`src/rtl/dram_rc_mapper.sv`:
```
module dram_rc_mapper (
  input  logic        clk,
  input  logic        rst_n,
  input  logic        req_valid,
  input  logic [24:0] req_ofs,
  input  logic [2:0]  req_size,
  input  logic [1:0]  req_ilv,
  input  logic        req_page,
  input  logic [1:0]  req_base,
  input  logic [3:0]  bank_present,
  output logic        rsp_valid,
  output logic        rsp_invalid,
  output logic [1:0]  rsp_bank,
  output logic [10:0] rsp_row,
  output logic [10:0] rsp_col,
  output logic [22:0] rsp_phys
);
  localparam int OW = 25;
  localparam int AW = 23;

  logic [1:0]    k;
  logic [1:0]    wlog;
  logic [4:0]    odd_v;
  logic [2:0]    hi3;
  logic [2:0]    n_pg;
  logic [7:0]    pg_lo, np_lo;
  logic [4:0]    tw_lo;
  logic [OW-1:0] sh;
  logic [10:0]   row, col, rmask;
  logic [1:0]    sel, bank;
  logic [4:0]    win_idx;
  logic          over, bad;
  logic [AW-1:0] phys;

  assign k     = req_size[1:0];
  assign wlog  = (req_ilv == 2'd1) ? 2'd1 : (req_ilv == 2'd2) ? 2'd2 : 2'd0;
  assign odd_v = {req_ofs[24], req_ofs[23], req_ofs[21], req_ofs[19], req_ofs[17]};
  assign hi3   = {req_ofs[22], req_ofs[20], req_ofs[18]};
  assign n_pg  = {1'b0, k} + {1'b0, wlog};
  assign sh    = req_ofs >> (5'd9 + {3'd0, k});
  assign rmask = 11'h7ff >> (2'd3 - k);
  assign win_idx = 5'd17 + {2'd0, k, 1'b0} + {3'd0, wlog};
  assign over  = (win_idx < 5'd25) && ((req_ofs >> win_idx) != '0);

  always_comb begin
    pg_lo = req_ofs[16:9];
    np_lo = req_ofs[16:9];
    for (int j = 0; j < 5; j++)
      if (j < int'(n_pg)) pg_lo[j] = odd_v[j];
    for (int j = 0; j < 3; j++)
      if (j < int'(k)) np_lo[j] = odd_v[j];
    case (k)
      2'd0:    tw_lo = {req_ofs[17], req_ofs[12], req_ofs[11], req_ofs[10], req_ofs[9]};
      2'd1:    tw_lo = {req_ofs[19], req_ofs[12], req_ofs[11], req_ofs[10], req_ofs[17]};
      2'd2:    tw_lo = {req_ofs[21], req_ofs[12], req_ofs[11], req_ofs[19], req_ofs[17]};
      default: tw_lo = {req_ofs[12], req_ofs[23], req_ofs[21], req_ofs[19], req_ofs[17]};
    endcase
  end

  always_comb begin
    if (req_page) begin
      row = {hi3, pg_lo};
      col = req_ofs[11:1];
      sel = (wlog == 2'd2) ? sh[1:0] : (wlog == 2'd1) ? {1'b0, sh[0]} : 2'd0;
    end else if (wlog == 2'd1) begin
      row = {req_ofs[11:2], req_ofs[13]};
      col = {hi3, req_ofs[16:14], tw_lo};
      sel = {1'b0, req_ofs[1]};
    end else begin
      row = req_ofs[11:1];
      col = {hi3, np_lo};
      sel = 2'd0;
    end
    row  = row & rmask;
    col  = col & rmask;
    bank = req_base | sel;
    phys = ({12'd0, row} << (5'd9 + {3'd0, k})) | ({12'd0, col} << 1) | {{(AW-1){1'b0}}, req_ofs[0]};
  end

  assign bad = req_size[2] || (req_ilv == 2'd3) || (req_ilv == 2'd2 && !req_page)
               || over || !bank_present[bank];

  always_ff @(posedge clk) begin
    if (!rst_n) begin
      rsp_valid   <= 1'b0;
      rsp_invalid <= 1'b0;
      rsp_bank    <= '0;
      rsp_row     <= '0;
      rsp_col     <= '0;
      rsp_phys    <= '0;
    end else begin
      rsp_valid <= req_valid;
      if (req_valid) begin
        rsp_invalid <= bad;
        rsp_bank    <= bad ? 2'd0 : bank;
        rsp_row     <= bad ? 11'd0 : row;
        rsp_col     <= bad ? 11'd0 : col;
        rsp_phys    <= bad ? '1 : phys;
      end
    end
  end
endmodule


```
`config.mk`:
```
export PLATFORM = sky130hd
export DESIGN_NAME = dram_rc_mapper
export DESIGN_NICKNAME = d
export VERILOG_FILES = /design/src/rtl/dram_rc_mapper.sv
export SDC_FILE = /design/constraint.sdc
export NUM_CORES = 1
export LEC_CHECK = 0
export BUFFER_PORTS_ARGS = -buffer_cell sky130_fd_sc_hd__buf_2
export CAP_MARGIN = 20
export CELL_PAD_IN_SITES_DETAIL_PLACEMENT = 1
export CELL_PAD_IN_SITES_GLOBAL_PLACEMENT = 1
export CORE_MARGIN = 1
export CORE_UTILIZATION = 38
export DETAILED_ROUTE_END_ITERATION = 8
export HOLD_SLACK_MARGIN = 0.08
export PLACE_DENSITY_LB_ADDON = 0.3
export SETUP_SLACK_MARGIN = 0.3
export SLEW_MARGIN = 20
export SYNTH_ARGS = -nofsm -noshare
export SYNTH_HDL_FRONTEND = slang
export SYNTH_SLANG_ARGS = --single-unit
```
`constraint.sdc`:
```
create_clock -name clk -period 3.5 [get_ports clk]
set_input_delay 0.175 -clock clk [delete_from_list [all_inputs] [get_ports clk]]
set_output_delay 0.175 -clock clk [all_outputs]
set_load 0.005 [all_outputs]
```
==> flow_metrics.tcl <==
set metrics [dict create \
    tns_ps 0 \
    vdd_ir_drop_max_mv 0.154 \
    status "completed" \
    synth_nets 427 \
    grt_usage 0.249 \
    synthDistinctLibCells 58 \
    r2r_slack_ps 2770 \
    synth-main-ff-cell "dfxtp_1" \
    ctsRootBufferMaster "clkbuf_8" \
    holdBufCountCts 0 \
    hold_viol 0 \
    synth-warning-count 0 \
    nets 502 \
    synth_area_per_cell_sq_um 8.06 \
    ys_ff_latch 49 \
    tritoncts "yes" \
    worstMarginPinSlew_ps 723 \
    end_kind "flip-flop" \
    syn_inst 380 \
    cts.clk_slew.worst_paths_ps 100 \
    grt_max_degree 50 \
    regArea_sq_um 981 \
    place_ws_ps 313 \
    min_period_ps 2910 \
    period_share 0.831 \
    insertion_delay_ps 300 \
    dr.pass1.iters 4 \
    h-tree-depth 2 \
    rsz0062_at_grt "false" \
    seq_area_frac_synth 0.320 \
    antenna_found_initial 0 \
    antenna_cells 0 \
    crit_fanout 19 \
    grt_pass1_wl_um 16800 \
    dpl.cell_count 550 \
    drive_above_1_share 0.294 \
    die_w_um 91.8 \
    dp_hpwl_um 7770 \
    core_area_sq_um 7770 \
    gp_congestion 0.835 \
    synth-edff-count 0 \
    p_leak_uw 0.00159 \
    ioPinCount 89 \
    io_buffers 88 \
    cts_buffer_depth 2 \
    wl_um 10200 \
    grt_pass1_vias 3228 \
    cp_data_required_time_ps 3680 \
    rows 32 \
    stdcell_count 558 \
    arrival_ps 3090 \
    postCtsSetupRepairBufs 0 \
    wl_per_cell_um 18.3 \
    multi_input_area_sq_um 1920 \
    antenna_left 0 \
    overflow 0 \
    drt_iter0_markers 104 \
    die_h_um 91.8 \
    cp-start-kind "input port" \
    hold_path.class "input port to flip-flop" \
    nFillCells 985 \
    cts_sinks 49 \
    critPathKind "input port to flip-flop" \
    skew_ps 0 \
    cts_inserted_buffers 5 \
    timing.final.ws_setup_ps 590 \
    setup_violations 0 \
    num_vias 3229 \
    die-area_sq_um 8420 \
    ys_async_sr_fraction 0 \
    maxClockFrequency_mhz 344 \
    netlist_area_sq_um 3060 \
    start_util 0.394 \
    relSlewSlack 0.518 \
    cts_resized 0 \
    drc 0 \
    max_cap_violations 0 \
    power.density_nw_per_um2 355 \
    maxSlewViolCount 0 \
    area_growth_pct 20.8 \
    routed_via_density 5.79 \
]
[per-layer routing]
| metal | up-vias | part of all wire | wire length [um] | track usage |
|---|---|---|---|---|
| li1 | 1561 | - | - | - |
| met1 | 1576 | 0.49 | 4990 | 0.343 |
| met2 | 80 | 0.47 | 4770 | 0.412 |
| met3 | 12 | 0.031 | 321 | 0.0240 |
| met4 | 0 | 0.015 | 157 | 0.0742 |
| met5 | - | 0 | 0 | 0 |
[through the flow]
stage           util  hold slack (ps)  power, uW  area (sq um)
2_1_floorplan      -              321        830          3060
3_3_place_gp   0.464              432        957          3600
3_5_place_dp   0.464              440        962          3600
4_1_cts        0.476              134       1320          3700
5_1_grt        0.476              164       1380          3700
6_report       0.476              129       1310          3700
[cell type report]
type | count | share of cell area
Multi-Input combinational cell | 290 | 0.518
Inverter | 9 | 0.00913
Sequential cell | 49 | 0.265
Clock inverter | 2 | 0.00372
Tap cell | 102 | 0.0345
Timing Repair Buffer | 100 | 0.147
Clock buffer | 6 | 0.0223
[cells by family (layout without fill, tap and decap cells)]
family / count (synthesis) / in the layout / share of synthesized area
compound gates: 142 / 142 / 0.299
simple gates: 107 / 107 / 0.169
flops: 49 / 49 / 0.320
buf+inv: 41 / 117 / 0.0531
mux: 28 / 28 / 0.113
fa+ha+maj: 7 / 7 / 0.0286
xor+xnor: 6 / 6 / 0.0172
[flip-flops by register name, summed over array words and instances, names as in the netlist]
name and count:
rsp_bank 2, rsp_col 11, rsp_invalid 1, rsp_phys 23, rsp_row 11, rsp_valid 1
[report_power, final]
part	switching (uW)	total, uW	internal (uW)	leakage, uW
Combinational	213	361	148	0.00113
Sequential	11.5	593	581	0.000403
Clock	200	361	161	0.0000512
Total	424	1310	890	0.00159
[Yosys cell counts (all sizes together) (2+ instances only)]
library cell  instances  area [sq um]
o21ai                58           290
dfxtp                49           981
nand2                48           180
clkbuf               24          90.1
a21oi                22           110
a31oi                17           106
nor2                 13          48.8
mux2                 12           135
mux2i                12           120
nand3                10          50.1
inv                   9          33.8
buf                   8          38.8
and2                  7          43.8
ha                    7          87.6
a22o                  6          52.6
nor2b                 5          31.3
xnor2                 5          43.8
mux4                  4          90.1
nand2b                4          25.0
o211ai                4          30.0
a2111oi               3          26.3
a211o                 3          26.3
a32oi                 3          26.3
nand4                 3          18.8
nor3                  3          15.0
nor4                  3          18.8
o21a                  3          22.5
a21o                  2          15.0
a311oi                2          23.8
a32o                  2          20.0
nand3b                2          15.0
nor3b                 2          15.0
o221a                 2          22.5
o31ai                 2          15.0
o32ai                 2          17.5
or2                   2          12.5
[final timing paths]
check,from,cells past startpoint,end
worst min-delay path,req_ofs[0],3,rsp_phys[0]
worst max-delay path,req_ilv[1],12,rsp_phys[13]
worst max register to register,rsp_phys[13],2,rsp_phys[13]
worst min register to register,rsp_row[8],2,rsp_row[8]
[layout by cell type, fill, tap and decap left out, types with 4 or more instances in the layout]
master    synthesis  routed
a31oi_1          17      17
buf_4             1      11
nand2b_1          4       4
a22o_1            6       6
buf_2             4      88
nand2_1          48      48
o211ai_1          4       4
ha_1              7       7
o21ai_0          58      58
a21oi_1          22      22
nand3_1          10      10
nor2b_1           5       5
inv_1             8       8
clkbuf_8          0       6
nor2_1           13      13
xnor2_1           5       5
and2_1            6       6
mux2_2           12      12
mux4_2            4       4
mux2i_1          12      12
dfxtp_1          49      49
[critical path, stage by stage]
cell       delay [ps]
buf_2             180
nor2b_1           350
xnor2_1           110
ha_1              350
inv_1              80
a2111oi_0         420
o211ai_1          150
a211o_1           320
a211oi_4          250
buf_12            180
and2_1            370
a31oi_1           140
Note: power is estimated with default switching activity, not from simulation.
